`config.mk`:
```
export PLATFORM = sky130hd
export DESIGN_NAME = burst_prefetch_keeper
export DESIGN_NICKNAME = d
export VERILOG_FILES = /design/src/rtl/burst_prefetch_keeper.sv
export SDC_FILE = /design/constraint.sdc
export NUM_CORES = 1
export LEC_CHECK = 0
export BUFFER_PORTS_ARGS = -buffer_cell sky130_fd_sc_hd__buf_2
export CAP_MARGIN = 40
export CORE_MARGIN = 3
export CORE_UTILIZATION = 40
export DETAILED_ROUTE_END_ITERATION = 10
export GPL_TIMING_DRIVEN = 1
export HOLD_SLACK_MARGIN = 0.05
export PLACE_DENSITY_LB_ADDON = 0.12
export SLEW_MARGIN = 30
export SYNTH_ARGS = -nofsm -noshare
export SYNTH_HDL_FRONTEND = slang
export SYNTH_SLANG_ARGS = --single-unit
```
`constraint.sdc`:
```
create_clock -name clk -period 8.2 [get_ports clk]
set_input_delay 0.82 -clock clk [delete_from_list [all_inputs] [get_ports clk]]
set_output_delay 0.82 -clock clk [all_outputs]
set_load 0.01 [all_outputs]
```
`src/rtl/burst_prefetch_keeper.sv`:
```
module burst_prefetch_keeper #(
  parameter int NWIN  = 4,
  parameter int AW    = 12,
  parameter int DW    = 32,
  parameter int DEPTH = 4,
  localparam int WW = (NWIN > 1) ? $clog2(NWIN) : 1,
  localparam int PW = (DEPTH > 1) ? $clog2(DEPTH) : 1,
  localparam int CW = $clog2(DEPTH + 1)
) (
  input  logic            clk,
  input  logic            rst_n,
  input  logic [2*NWIN-1:0] win_mode,
  input  logic            rd_sync,
  input  logic            burst_start,
  input  logic [WW-1:0]   burst_win,
  input  logic [AW-1:0]   burst_addr,
  input  logic            burst_stop,
  input  logic            bus_take,
  output logic            bus_valid,
  output logic [DW-1:0]   bus_data,
  output logic            burst_done,
  output logic            be_rd,
  output logic [AW-1:0]   be_addr,
  output logic [WW-1:0]   be_win,
  input  logic            be_valid,
  input  logic [DW-1:0]   be_data,
  output logic [CW-1:0]   fill
);

  localparam logic [1:0] KEEP_CODE = 2'd2;

  logic [DW-1:0] store [DEPTH];
  logic [PW-1:0] wp, rp;
  logic [CW-1:0] cnt;
  logic          active, infl, held_ok, done_q;
  logic [WW-1:0] cur_win, held_win;
  logic [AW-1:0] next_addr;

  logic open_ev, stop_ev, resume, cur_keep, flush, push, pop, room;

  assign open_ev  = burst_start && !active;
  assign stop_ev  = burst_stop && active;
  assign resume   = held_ok && (held_win == burst_win) &&
                    (win_mode[{burst_win, 1'b0} +: 2] == KEEP_CODE);
  assign cur_keep = win_mode[{cur_win, 1'b0} +: 2] == KEEP_CODE;
  assign flush    = (open_ev && !resume) || (stop_ev && !cur_keep);

  assign room  = (int'(cnt) + int'(infl)) < DEPTH;
  assign be_rd = active && !burst_stop && room;
  assign push  = rd_sync ? (be_valid && infl) : be_rd;
  assign pop   = bus_valid && bus_take;

  assign bus_valid  = active && (cnt != '0);
  assign bus_data   = store[rp];
  assign be_addr    = next_addr;
  assign be_win     = cur_win;
  assign burst_done = done_q;
  assign fill       = cnt;

  function automatic logic [PW-1:0] bump(input logic [PW-1:0] p);
    return (int'(p) == DEPTH - 1) ? '0 : p + PW'(1);
  endfunction

  always_ff @(posedge clk) begin
    if (push && !flush) store[wp] <= be_data;
  end

  always_ff @(posedge clk) begin
    if (!rst_n) begin
      wp <= '0;
      rp <= '0;
      cnt <= '0;
    end else if (flush) begin
      wp <= '0;
      rp <= '0;
      cnt <= '0;
    end else begin
      if (push) wp <= bump(wp);
      if (pop) rp <= bump(rp);
      cnt <= cnt + CW'(push) - CW'(pop);
    end
  end

  always_ff @(posedge clk) begin
    if (!rst_n) begin
      active    <= 1'b0;
      infl      <= 1'b0;
      held_ok   <= 1'b0;
      held_win  <= '0;
      cur_win   <= '0;
      next_addr <= '0;
      done_q    <= 1'b0;
    end else begin
      done_q <= stop_ev;
      infl   <= be_rd && rd_sync;
      if (open_ev) begin
        active  <= 1'b1;
        cur_win <= burst_win;
        held_ok <= 1'b0;
        if (!resume) next_addr <= burst_addr;
      end else if (stop_ev) begin
        active   <= 1'b0;
        held_ok  <= cur_keep;
        held_win <= cur_win;
      end
      if (be_rd) next_addr <= next_addr + AW'(4);
    end
  end

  AST_NO_OVERFLOW: assert property (@(posedge clk) disable iff (!rst_n)
    int'(cnt) <= DEPTH);
  AST_FULL_NO_FETCH: assert property (@(posedge clk) disable iff (!rst_n)
    (int'(cnt) == DEPTH) |-> !be_rd);
  AST_ADDR_STEP: assert property (@(posedge clk) disable iff (!rst_n)
    be_rd |=> be_addr == $past(be_addr) + AW'(4));
  AST_DONE_PULSE: assert property (@(posedge clk) disable iff (!rst_n)
    (burst_stop && active) |=> burst_done);
  AST_DISCARD_EMPTY: assert property (@(posedge clk) disable iff (!rst_n)
    (burst_stop && active && !cur_keep) |=> (cnt == '0));
  AST_IDLE_QUIET: assert property (@(posedge clk) disable iff (!rst_n)
    !active |-> (!be_rd && !bus_valid));
  AST_STOP_NO_FETCH: assert property (@(posedge clk) disable iff (!rst_n)
    burst_stop |-> !be_rd);

endmodule

```
Yosys cells after proc, flatten, opt, wreduce, memory -nomap -nowiden
Memory sizes are Yosys's and may differ from the RTL's. A register that Yosys moved wholly into a read port is not among the register bits.
Index checks and enable logic that the tools add are counted.
- logic and storage cells: 66
- output and inout bits: 52
- flip-flop bits (word level): 27
- memories kept: 1
- bits in read-only memories: 0
- input bits: 61
- bits in latches: 0
- RAM bits: 128
- shift-type cells: 2
- reductions and logical operators: 26
- equal/unequal tests: 6
- div/mod/pow operators: 0
- $mul: 0
- mux-type cells: 12
- order comparisons: 1
- bitwise gates (word level): 2
- $add $sub $neg: 6
- memory list (name ; words ; bits a word ; rd ports ; clocked after memory_dff ; write ports ; line ; text):
    store ; 4 ; 32 ; 1 ; 1 ; 1 ; 32 ; logic [DW-1:0] store [DEPTH];
- operators with widths (kind ; number):
    $mux 12 ; 3
    $shiftx 8x4->2 ; 2
    $logic_and 1x1->1 ; 13
    $add 12x3->12 const B ; 1
    $mux 2 ; 4
    $logic_not 1->1 ; 5
    $mux 1 ; 5
    $add 2x1->2 const B ; 2
    $add 3x1->4 ; 1
    $eq 2x1->1 const B ; 2
    $eq 2x2->1 const B ; 2
    $lt 4x3->1 const B ; 1
    $reduce_and 2->1 ; 2
    $reduce_bool 2->1 ; 2
    $reduce_or 2->1 ; 2
    $add 3x1->3 ; 1
    $reduce_bool 3->1 ; 1
    $sub 3x1->3 ; 1
    $eq 2x2->1 ; 1
    $ne 2x2->1 const B ; 1
    $not 1->1 ; 2
    $logic_or 1x1->1 ; 1

Logic depth before layout (Yosys ltp)
Gate-level depths: netlist of run 1.
- depth in word-level cells: 10
- depth in mapped cells: 10

Worst setup path after synthesis of run 1
OpenSTA, ideal clock, no wires.
- path type: input-to-reg
- from: input port burst_win[1]
- to: memory store[3][0], enable pin
- path buffers: 1
- cell stages on the path: 6
- data arrival time: 2.848 ns
- setup slack: 4.960 ns
- cell sequence: or3b_2 -> a211o_1 -> o311a_1 -> buf_6 -> nor3b_1 -> and2_1
- cells in the longest elaborated chain, start to end: 10
- elaborated cells on any way between the ends: 12
- those cells by class: eq/ne: 2; shift: 1; mux: 2; reduce/logical: 7
- ends and longest elaborated chain (element ; line ; text):
    start: declaration ; 15 ; input logic [WW-1:0] burst_win,
    $shiftx 8x4->2 or $eq 2x2->1 (tied branches) ; 44, 43 ;
    $eq 2x2->1 or $logic_and 1x1->1 (tied branches) ; 44, 43 ;
    $logic_and 1x1->1 (*) ; 43 ; assign resume = held_ok && (held_win == burst_win) &&
    $logic_not 1->1 (*) ; n/a ;
    $logic_and 1x1->1 (*) ; 46 ; assign flush = (open_ev && !resume) || (stop_ev && !cur_keep);
    $logic_or 1x1->1 (*) ; 46 ;
    $logic_not 1->1 (*) ; 65 ; if (push && !flush) store[wp] <= be_data;
    $logic_and 1x1->1 (*) ; 65 ;
    $mux 1 (*) ; 65 ;
    $mux 1 (not written as such) (*) ; 65 ;
    end: declaration ; 32 ;
Every way passes the cells marked *; elsewhere a longest branch is shown, timed or not.

Worst setup path in the final report of run 1
- from: register cnt[1], in the netlist fill[1]
- to: output port be_rd
- cells in the longest elaborated chain, start to end: 3
- ends and longest elaborated chain (element ; line ; text):
    start: declaration ; 34 ; logic [CW-1:0] cnt;
    start signal: assignment ; 80 ; cnt <= cnt + CW'(push) - CW'(pop);
    $add 3x1->4 ; 48 ; assign room = (int'(cnt) + int'(infl)) < DEPTH;
    $lt 4x3->1 ; 48 ;
    $logic_and 1x1->1 ; 49 ; assign be_rd = active && !burst_stop && room;
    end: declaration ; 22 ; output logic be_rd,
Every way passes these cells.

==> summary.txt, run 1 <==
Outcome
  • Outcome: completed

CTS
  • Clock sinks: between 150 and 200
  • CTS Hold Buffers Added: 0
  • TritonCTS Buffers: 17
  • Number of H-tree levels: 4
  • CTS clk-pin slew, worst paths: ~0.06 ns
  • Post-CTS Setup Inserts: 0
  • CTS tree: yes
  • Clk buf depth: 2
  • Root Driver: clkbuf_16
  • Clk_lat worst skew: 0.42 ns
  • PostCTS Resize Cnt: 0

Routing
  • Met2 WL: 5768 um
  • Post-DR vias/cell: 5.229
  • M1 wire length: 5237 um
  • Iteration-0 DRC Markers: roughly 240
  • Top Layer Used: met4
  • Final WL: approximately 12000 um
  • Initial DRT Pass Iterations: 4
  • Routed WL per cell: 18.08 um
  • Detail Route Antenna Nets: 0
  • Met3 WL post-DR: 751 um
  • DRC violations left: 0
  • Vias: around 3500

Pwr
  • Leak: roughly 2.7 nW
  • Clock share of power: 0.440
  • Switching pwr: about 0.33 mW
  • PwrDens: about 230 nW/um^2
  • P_int: 1.378 mW
  • Flop pwr share: 0.517
  • Switching share of power: 0.1933
  • Gate power share: 0.043
  • Peak supply drop: 166.7 uV

Worst setup path
  • Critical Path RT: 7.38 ns
  • Reg2reg end: store[3][25]
  • CP startpoint kind: flip-flop
  • Slowest Stage Delay on Critical Path: 0.41 ns
  • Crit-path max FO: 14
  • Crit-path cells: ha_1, o211a_1, o22ai_1, nand2_1, inv_1, buf_2
  • CP max-delay cell: inv_1
  • Register-to-Register Path Depth: 7
  • R2R setup slack: 5.28 ns
  • CP arrival: approximately 2.4 ns
  • Crit path kind: flip-flop to primary output
  • R2r startpoint: fill[1]
  • Nature of the critical path endpoint: primary output

Layout
  • Fillers: between 1000 and 1500
  • Ant. Diodes: 0
  • Fin util: 0.5141
  • Final std cells w/o fill: 660
  • Ratio of cells with drive above 1 in the final layout: 0.3929
  • Synth-to-layout area growth: 23.90%
  • Layout Nets: 535

STA
  • Final period utilization: 0.3940
  • Achievable Freq: 309.6 MHz
  • RSZ-0062 raised after global routing: false
  • Worst slew margin relative to its limit: 0.5776
  • Final WS setup: 4.970 ns
  • WHS: 0.4675 ns
  • Final Hold Fails: 0
  • Worst Tran Pin Value: ~0.63 ns
  • Setup TNS: 0 ns
  • Final setup viols: 0
  • Max Transition Viols Final: 0
  • Final min period: between 3 and 4 ns
  • Worst Skew: 0.01291 ns

Placement
  • Setup WS pre-CTS: 4.689 ns
  • DP Wirelength: 8022 um
  • Placed instance count: 629
  • PortBufs: roughly 110
  • GP Congestion: 0.8235

Logic synthesis
  • Mapped Area: 6100 um^2
  • Largest family of logic cells by synthesized area: multiplexers
  • Number of flops mapped to enable cells by yosys: 128
  • Post-Synth XOR/XNOR Area: 0.002872
  • Sequential area share after synthesis: 0.7253
  • Post-Synth Simple-Gate Area: 0.05805
  • Compound-Gate Fraction of Synth Area: 0.04082
  • Synthesized instance count: about 340
  • Mapped Nets: 410
  • Mux cell area share after synthesis: 0.1319
  • Synth Area in Adders: 0.02174
  • Syn. warnings: 0
  • Synth unique cells: 45
  • Yosys reg bits: 157
  • Top_reg_cell synth: edfxtp_1
  • Ys async rst share: 0
  • Mean Syn Cell Area: 17.99 um^2

Global route
  • Total Routing Usage GR: 0.1513
  • Initial antenna violation count: 0
  • Vias in the first global route: 3640
  • Largest net degree at the start of global routing: 33
  • Grt ovf: 0
  • Wire length of the first global-routing pass: approximately 19000 um

Floorplanning
  • Horiz. Die Dim: between 100 and 150 um
  • Chip Height: 129.5 um
  • Full die area: between 15000 and 20000 um^2
  • Core Region: 14700 um^2
  • IO Count: 113
  • Row Count: 44
  • Initial Util: 0.4150

Min path
  • Hold wc startpoint: be_addr[0]
  • Hold Path End: be_addr[0]
  • Hold Path Stages: 2
  • Hold crit path type: flip-flop to flip-flop

Job
  • Max_cap viols: 0
## synthesized netlist by cell type (2+ instances only)
| cell type | n | share of area |
|---|---|---|
| nand3_1 | 5 | 0.0041 |
| mux4_2 | 33 | 0.12 |
| xor2_1 | 2 | 0.0029 |
| and2_1 | 4 | 0.0041 |
| dfxtp_1 | 29 | 0.095 |
| o21ai_0 | 4 | 0.0033 |
| mux2i_1 | 5 | 0.0082 |
| clkbuf_1 | 5 | 0.0031 |
| a21oi_1 | 12 | 0.0098 |
| nand4_1 | 6 | 0.0062 |
| inv_1 | 14 | 0.0086 |
| buf_2 | 4 | 0.0033 |
| nor3_1 | 6 | 0.0049 |
| and3_1 | 5 | 0.0051 |
| edfxtp_1 | 128 | 0.63 |
| a41oi_1 | 2 | 0.0029 |
| nand2_1 | 14 | 0.0086 |
| a31oi_1 | 3 | 0.0031 |
| ha_1 | 9 | 0.018 |
| buf_1 | 2 | 0.0012 |
| nor2_1 | 14 | 0.0086 |
| nor2b_1 | 6 | 0.0062 |
| o221ai_1 | 5 | 0.0072 |
## cell type report
type / instances / area, um^2 / share of cell area
sequential: 157 / 4427 / 0.5858
multi-input combinational: 155 / 1570 / 0.2078
timing repair buffer: 119 / 713.2 / 0.09437
clock buffer: 22 / 444.2 / 0.05877
tap: 184 / 230.2 / 0.03046
clock inverter: 9 / 120.1 / 0.01589
inverter: 14 / 52.55 / 0.006954
## worst max-delay path by stage
stage,startpoint,endpoint
after floorplan,burst_win[1],store[3][0]
after global placement,burst_win[0],store[2][25]
after detailed placement,burst_win[0],store[3][25]
after CTS,fill[1],be_rd
after global routing,fill[1],be_rd
final,fill[1],be_rd
## power by group through the flow
stage / sequential [mW] / combinational, mW / clock, mW
2_1_floorplan: 0.899 / 0.0333 / 0
3_3_place_gp: 0.899 / 0.0720 / 0
3_5_place_dp: 0.899 / 0.0749 / 0
4_1_cts: 0.882 / 0.0749 / 0.774
5_1_grt: 0.884 / 0.0829 / 0.805
6_report: 0.883 / 0.0738 / 0.752
## critical path: cells and delay by family (launching register included)
kind,cells,cell delay (ns)
buffers and inverters,2,0.62
AOI/OAI and AO/OA,2,0.49
DFF,1,0.36
adders and majority gates,1,0.23
and+or+nand+nor,1,0.30
## per-stage QoR
step / total power [mW] / cell area (um^2)
detailed placement: 0.9739 / 6993
floorplan: 0.9325 / 6100
finish: 1.708 / 7557
CTS: 1.731 / 7557
global placement: 0.9711 / 6855
global route: 1.772 / 7557
## routing by layer
metal,global-route usage,up-vias
li1,-,1610
met3,0.04575,15
met4,0.05685,0
met2,0.2442,109
met5,0,-
met1,0.1947,1717
## layout by cell type, fill, tap and decap left out, types with 6 or more instances in the layout
cell type / n
dfxtp_1: 27
nand2_1: 14
nor2b_1: 6
nor3_1: 6
nand4_1: 6
nor2_1: 14
edfxtp_1: 128
ha_1: 9
mux4_2: 33
buf_2: 112
clkbuf_16: 17
a21oi_1: 12
inv_1: 14
## cell families after synthesis
logic type	after synthesis
multiplexers	39
flip-flops	157
buffers and inverters	27
XOR/XNOR	2
AND/OR/NAND/NOR	68
adder cells (fa/ha/maj)	10
AO/OA/AOI/OAI	36
## state kept, by name, indices dropped and copies added (netlist names), named ones only
| signal | cells |
|---|---|
| wp | 2 |
| active | 1 |
| held_ok | 1 |
| fill | 3 |
| rp | 2 |
| store | 128 |
| be_win | 2 |
| burst_done | 1 |
| held_win | 2 |
| infl | 1 |
| be_addr | 12 |
(Power assumes the default switching activity.)
==> run 2: changes to the inputs <==
- clock period: 8.2 -> 2.7 ns (I/O delays scaled with it)
==> run 2 against run 1 <==
Effect of this change:
- worst setup slack got worse by 4.8 ns
- first-iteration DRC count increased by 6.4%
- critical endpoint unchanged
- largest power group unchanged
- design area increased by 1.5%
- routed wire length decreased by 1.4%
- power increased to 3.1 times the previous value
- core utilization increased by 0.75 points
- sequential share of layout area decreased by 0.84 points
- die area unchanged
- hold slack got worse by 0.39 ns
==> summary.txt, run 2 (synthesis gave the netlist of run 1 again) <==
Worst setup path
  • Critical Path RT: 2.43 ns (-4.95 ns)
  • CP startpoint kind: flip-flop
  • Crit-path max FO: 13 (-1)
  • CP max-delay cell: dfxtp_1
  • CP arrival: 2.26 ns (-0.15 ns)
  • Nature of the critical path endpoint: primary output
  • Cell mode on critical path: buf_4
  • Crit-path cells: ha_1, o211a_1, o22ai_1, buf_4, nand2_2, inv_1, buf_4, buf_2
  • Slowest Stage Delay on Critical Path: 0.36 ns (-0.05 ns)
  • R2R setup slack: 0.20 ns (-5.08 ns)
  • Crit path kind: flip-flop to primary output

Outcome
  • Outcome: completed

Placement
  • PortBufs: 112 (unchanged)
  • Setup WS pre-CTS: 0.1121 ns (-4.577 ns)
  • GP Congestion: 0.8028 (-2.5%)
  • DP Wirelength: 7809 um (-2.7%)

Routing
  • Iteration-0 DRC Markers: 250 (+6.4%)
  • Final WL: 11770 um (-1.4%)
  • Post-DR vias/cell: 5.239 (+0.20%)
  • Routed WL per cell: 17.59 um (-2.7%)
  • DRC violations left: 0 (unchanged)
  • Initial DRT Pass Iterations: 4 (unchanged)
  • Detail Route Antenna Nets: 0 (unchanged)
  • Vias: 3505 (+1.6%)

CTS
  • CTS clk-pin slew, worst paths: 0.06 ns (about the same)
  • Clock sinks: 157 (unchanged)
  • CTS tree: yes
  • Clk buf depth: 2 (unchanged)
  • TritonCTS Buffers: 17 (unchanged)
  • Root Driver: clkbuf_16
  • Post-CTS Setup Inserts: 0 (unchanged)
  • Clk_lat worst skew: 0.41 ns (about the same)
  • Number of H-tree levels: 4 (unchanged)

STA
  • Final min period: 2.527 ns
  • Final period utilization: 0.9358
  • RSZ-0062 raised after global routing: false
  • Final setup viols: 0 (unchanged)
  • Achievable Freq: 395.8 MHz
  • WHS: 0.07434 ns (-0.3932 ns)
  • Worst slew margin relative to its limit: 0.5361 (-0.04147)
  • Worst Tran Pin Value: 0.6941 ns (+0.06055 ns)
  • Final WS setup: 0.1733 ns (-4.796 ns)
  • Final Hold Fails: 0 (unchanged)
  • Setup TNS: 0 ns (unchanged)
  • Max Transition Viols Final: 0 (unchanged)
  • Worst Skew: 0.007558 ns (-0.005355 ns)

Floorplanning
  • Initial Util: 0.4150 (unchanged)
  • Chip Height: 129.5 um (unchanged)
  • IO Count: 113 (unchanged)
  • Horiz. Die Dim: 129.5 um (unchanged)
  • Core Region: 14700 um^2 (unchanged)
  • Full die area: 16770 um^2 (unchanged)
  • Row Count: 44 (unchanged)

Layout
  • Largest reg by FF count: store
  • Ant. Diodes: 0 (unchanged)
  • Layout Nets: 544 (+1.7%)
  • Most common cell after layout, fill and taps aside: edfxtp_1
  • Synth-to-layout area growth: 25.70%
  • Most used cells in the layout excluding fill and tap cells: edfxtp_1 (128), buf_2 (112), mux4_2 (33), dfxtp_1 (27), clkbuf_16 (17)
  • Ratio of cells with drive above 1 in the final layout: 0.4144 (+0.02158)
  • Fillers: 1190 (-2.1%)
  • Number of flip-flops under the largest register name: 128 (unchanged)

Pwr
  • Leak: 2.785 nW (+1.7%)
  • Peak supply drop: 435.6 uV (+160%)
  • PwrDens: 681.6 nW/um^2 (+200%)

Min path
  • Hold crit path type: input pin to flip-flop

Global route
  • Largest net degree at the start of global routing: 22 (-33%)
  • Total Routing Usage GR: 0.1474 (-0.003862)
  • Initial antenna violation count: 0 (unchanged)
  • Grt ovf: 0 (unchanged)
  • Vias in the first global route: 3596 (-1.2%)
  • Wire length of the first global-routing pass: 18580 um (-2.1%)

Job
  • Max_cap viols: 0 (unchanged)
## run 2: cell types whose count changed in the layout (fill, tap and decap cells not counted), sizes merged
| cell | change |
|---|---|
| clkinvlp | +3 |
| clkbuf | -4 |
| dlygate4sd3 | +2 |
| buf | +7 |
| inv | +1 |
## run 2: final cells by class
type,instances,area (um^2),share of cell area
clock buffer,18,429.2,0.05597
clock inverter,13,148.9,0.01942
inverter,14,52.55,0.006854
multi-input combinational,155,1594,0.2079
sequential,157,4427,0.5774
tap,184,230.2,0.03003
timing repair buffer,128,785.8,0.1025
## run 2: worst paths after layout
path,startpoint,to,depth (start not counted)
max,fill[1],be_rd,8
min,be_data[29],store[3][29],1
max reg2reg,fill[1],fill[2],10
min reg2reg,be_addr[0],be_addr[0],2
## run 2: critical path: cells and delay by family (launching register included)
kind / cells / cell delay, ns
fa+ha+maj: 1 / 0.24
buf+inv: 4 / 0.64
simple gates: 1 / 0.13
compound gates: 2 / 0.47
flops: 1 / 0.36
## run 2: routing by layer
metal | track usage | share of wire | vias up
li1 | - | - | 1633
met1 | 0.1877 | 0.42 | 1754
met2 | 0.2415 | 0.50 | 104
met3 | 0.04122 | 0.061 | 14
met4 | 0.05807 | 0.014 | 0
met5 | 0 | 0 | -
## run 2: where the power goes
group / leakage (nW) / switching [mW] / internal (mW)
registers: 1.39 / 0.0311 / 2.65
clock network: 0.273 / 0.881 / 1.43
logic: 1.12 / 0.125 / 0.105
## run 2: per-stage QoR
stage | power (mW) | cells | area, um^2 | util
after detailed placement | 2.958 | 636 | 7056 | 0.4800
after CTS | 5.283 | 669 | 7654 | 0.5207
final | 5.226 | 669 | 7667 | 0.5216
after global routing | 5.420 | 669 | 7667 | 0.5216
after global placement | 2.951 | 636 | 7046 | 0.4793
after floorplan | 2.832 | 339 | 6105 | -
## run 2: timing repair
action | in CTS | in global routing
setup endpoints to repair | 0 | 29
hold endpoints to repair | 8 | 0
gates resized for setup | 0 | 3
hold buffers | 2 | 0
==> run 3: changes to the inputs <==
--- a/config.mk
+++ b/config.mk
@@ -10,4 +10,5 @@
 export CORE_MARGIN = 3
 export CORE_UTILIZATION = 40
+export CTS_CLUSTER_SIZE = 20
 export DETAILED_ROUTE_END_ITERATION = 10
 export GPL_TIMING_DRIVEN = 1
==> constraint.sdc (replaced) <==
create_clock -name clk -period 2.7 [get_ports clk]
set_input_delay 0 -clock clk [delete_from_list [all_inputs] [get_ports clk]]
set_output_delay 0 -clock clk [all_outputs]
set_load 0.01 [all_outputs]
==> run 3 against run 2 <==
Effect of this change:
- non-clock buffer count up 50
- power down 1.5%
- sequential share of layout area down 3.0 points
- core utilization up 2.9 points
- via count up 3.3%
- worst setup slack worse by 0.020 ns
- final cell count up 7.3%
- first-iteration DRC count down 22%
- critical path type is now flip-flop to flip-flop
- critical endpoint is now store[3][14]
==> summary.txt, run 3 (synthesis gave the netlist of run 1 again) <==
Pwr
  • PwrDens: 636.3 nW/um^2 (-6.6%)
  • Total chip power: 5.150 mW (-1.5%)
  • Peak supply drop: 417.9 uV (-4.1%)
  • Gate power share: 0.056 (+0.012)
  • Clock share of power: 0.423 (-0.020)
  • Switching share of power: 0.1964 (-0.002011)
  • P_int: 4.139 mW (-1.2%)
  • Flop pwr share: 0.521 (+0.008)
  • Leak: 2.972 nW (+6.7%)
  • Switching pwr: 1.011 mW (-2.4%)

CTS
  • CTS tree: yes
  • Clk buf depth: 2 (unchanged)
  • Post-CTS Setup Inserts: 0 (unchanged)
  • Number of H-tree levels: 4 (unchanged)
  • TritonCTS Buffers: 17 (unchanged)
  • CTS clk-pin slew, worst paths: 0.06 ns (about the same)
  • Clock sinks: 157 (unchanged)
  • Clk_lat worst skew: 0.41 ns (about the same)
  • Root Driver: clkbuf_16

Worst setup path
  • Reg2reg end: store[3][14]
  • Crit path kind: flip-flop to flip-flop
  • CP startpoint kind: flip-flop
  • Nature of the critical path endpoint: flip-flop
  • Register-to-Register Path Depth: 7 (-3)
  • Critical Path RT: 2.80 ns (+0.37 ns)
  • CP startpoint: fill[1]
  • R2R setup slack: 0.15 ns (-0.05 ns)
  • CP arrival: 2.65 ns (+0.39 ns)
  • R2r startpoint: fill[1]
  • Crit-path max FO: 14 (+1)

STA
  • Max Transition Viols Final: 0 (unchanged)
  • Worst Tran Pin Value: 0.8100 ns (+0.1159 ns)
  • Final min period: 2.547 ns (+0.02012 ns)
  • Final setup viols: 0 (unchanged)
  • Worst slew margin relative to its limit: 0.4591 (-0.07701)
  • Final Hold Fails: 0 (unchanged)
  • Achievable Freq: 392.6 MHz (-0.79%)
  • Final period utilization: 0.9433 (+0.007451)
  • Worst Skew: 0.007374 ns (-0.0001843 ns)

Placement
  • Cell area after placement: 7013 um^2 (-0.60%)
  • GP Congestion: 0.8006 (-0.27%)
  • Placed instance count: 635 (-0.16%)
  • PortBufs: 112 (unchanged)
  • DP Wirelength: 7815 um (about the same)

Layout
  • Synth-to-layout area growth: 32.70%
  • Most common cell after layout, fill and taps aside: edfxtp_1
  • Number of flip-flops under the largest register name: 128 (unchanged)
  • Final instance area: 8094 um^2 (+5.6%)
  • Fillers: 1185 (-0.42%)
  • Ant. Diodes: 0 (unchanged)
  • Largest reg by FF count: store
  • Most used cells in the layout excluding fill and tap cells: edfxtp_1 (128), buf_2 (112), dlygate4sd3_1 (53), mux4_2 (33), dfxtp_1 (27)
  • Layout Nets: 594 (+9.2%)
  • Ratio of cells with drive above 1 in the final layout: 0.3652 (-0.04926)
  • Final std cells w/o fill: 718 (+7.3%)

Routing
  • Detail Route Antenna Nets: 0 (unchanged)
  • Final WL: 12010 um (+2.1%)
  • Initial DRT Pass Iterations: 4 (unchanged)
  • Iteration-0 DRC Markers: 196 (-22%)
  • Routed WL per cell: 16.73 um (-4.9%)
  • Post-DR vias/cell: 5.043 (-3.7%)
  • DRC violations left: 0 (unchanged)
  • Vias: 3621 (+3.3%)

Global route
  • Vias in the first global route: 3851 (+7.1%)
  • Largest net degree at the start of global routing: 33 (+50%)
  • Total Routing Usage GR: 0.1527 (+0.005244)
  • Initial antenna violation count: 0 (unchanged)
  • Grt ovf: 0 (unchanged)
  • Wire length of the first global-routing pass: 19250 um (+3.6%)

Floorplanning
  • Chip Height: 129.5 um (unchanged)
  • Horiz. Die Dim: 129.5 um (unchanged)
  • Row Count: 44 (unchanged)
  • Initial Util: 0.4150 (unchanged)
  • Full die area: 16770 um^2 (unchanged)
  • IO Count: 113 (unchanged)
  • Core Region: 14700 um^2 (unchanged)

Min path
  • Hold wc startpoint: be_valid
  • Hold Path Stages: 5 (+4)
  • Hold Path End: wp[0]
  • Hold crit path type: input pin to flip-flop

Outcome
  • Outcome: completed

Job
  • Max_cap viols: 0 (unchanged)
-- run 3: changes by cell type in the layout (fill, tap and decap cells not counted), sizes merged --
cell / previous run / this run
dlygate4sd3: 2 / 53
clkinvlp: 4 / 0
clkbuf: 18 / 20
clkinv: 5 / 7
buf: 126 / 125
bufinv: 3 / 2
-- run 3: stage by stage --
stage	util	hold slack (ns)	TNS [ns]	setup slack, ns
4_1_cts	0.5496	0.07984	0	0.05598
2_1_floorplan	-	0.09887	0	0.2829
5_1_grt	0.5506	0.1126	-0.003099	-0.001312
3_5_place_dp	0.4771	0.2200	0	0.07401
6_report	0.5506	0.07369	0	0.1531
3_3_place_gp	0.4771	0.2153	0	0.2290
-- run 3: area by class of cell --
type                       instances  area [um^2]  share of cell area
multi-input combinational        155         1585              0.1959
clock inverter                    10        98.84             0.01221
tap                              184        230.2             0.02844
sequential                       157         4427              0.5469
inverter                          14        52.55            0.006493
timing repair buffer             178         1264              0.1561
clock buffer                      20        436.7             0.05395
-- run 3: repair_timing --
action	in CTS	in global routing
hold buffers	53	0
endpoints found under the setup margin	0	95
hold endpoints to repair	152	0
resized for setup	0	3
-- run 3: critical path, stage by stage, from the launching register on --
cell,delay [ns]
dfxtp_1,0.36
ha_1,0.24
o211a_1,0.24
o22ai_2,0.24
a31oi_2,0.19
nor3b_1,0.44
and2_2,0.26
buf_4,0.26
-- run 3: how the worst max path moves through the flow --
stage                    to  depth (start not counted)
2_1_floorplan   store[0][0]                          6
3_3_place_gp   store[1][20]                          7
3_5_place_dp   store[3][13]                          7
4_1_cts        store[3][19]                          7
5_1_grt        store[3][13]                          7
6_report       store[3][14]                          7
-- run 3: power groups by stage --
stage | registers (mW) | logic (mW) | clock network, mW
floorplan | 2.73 | 0.101 | 0
global placement | 2.73 | 0.225 | 0
detailed placement | 2.73 | 0.230 | 0
CTS | 2.68 | 0.292 | 2.24
global route | 2.68 | 0.321 | 2.35
finish | 2.68 | 0.290 | 2.18
-- run 3: metal layers --
metal | routed length, um | GRT usage | up-vias
met5 | 0 | 0 | -
met4 | 171 | 0.05685 | 0
met3 | 567 | 0.04122 | 15
met2 | 5959 | 0.2506 | 97
met1 | 5315 | 0.1961 | 1786
li1 | - | - | 1723
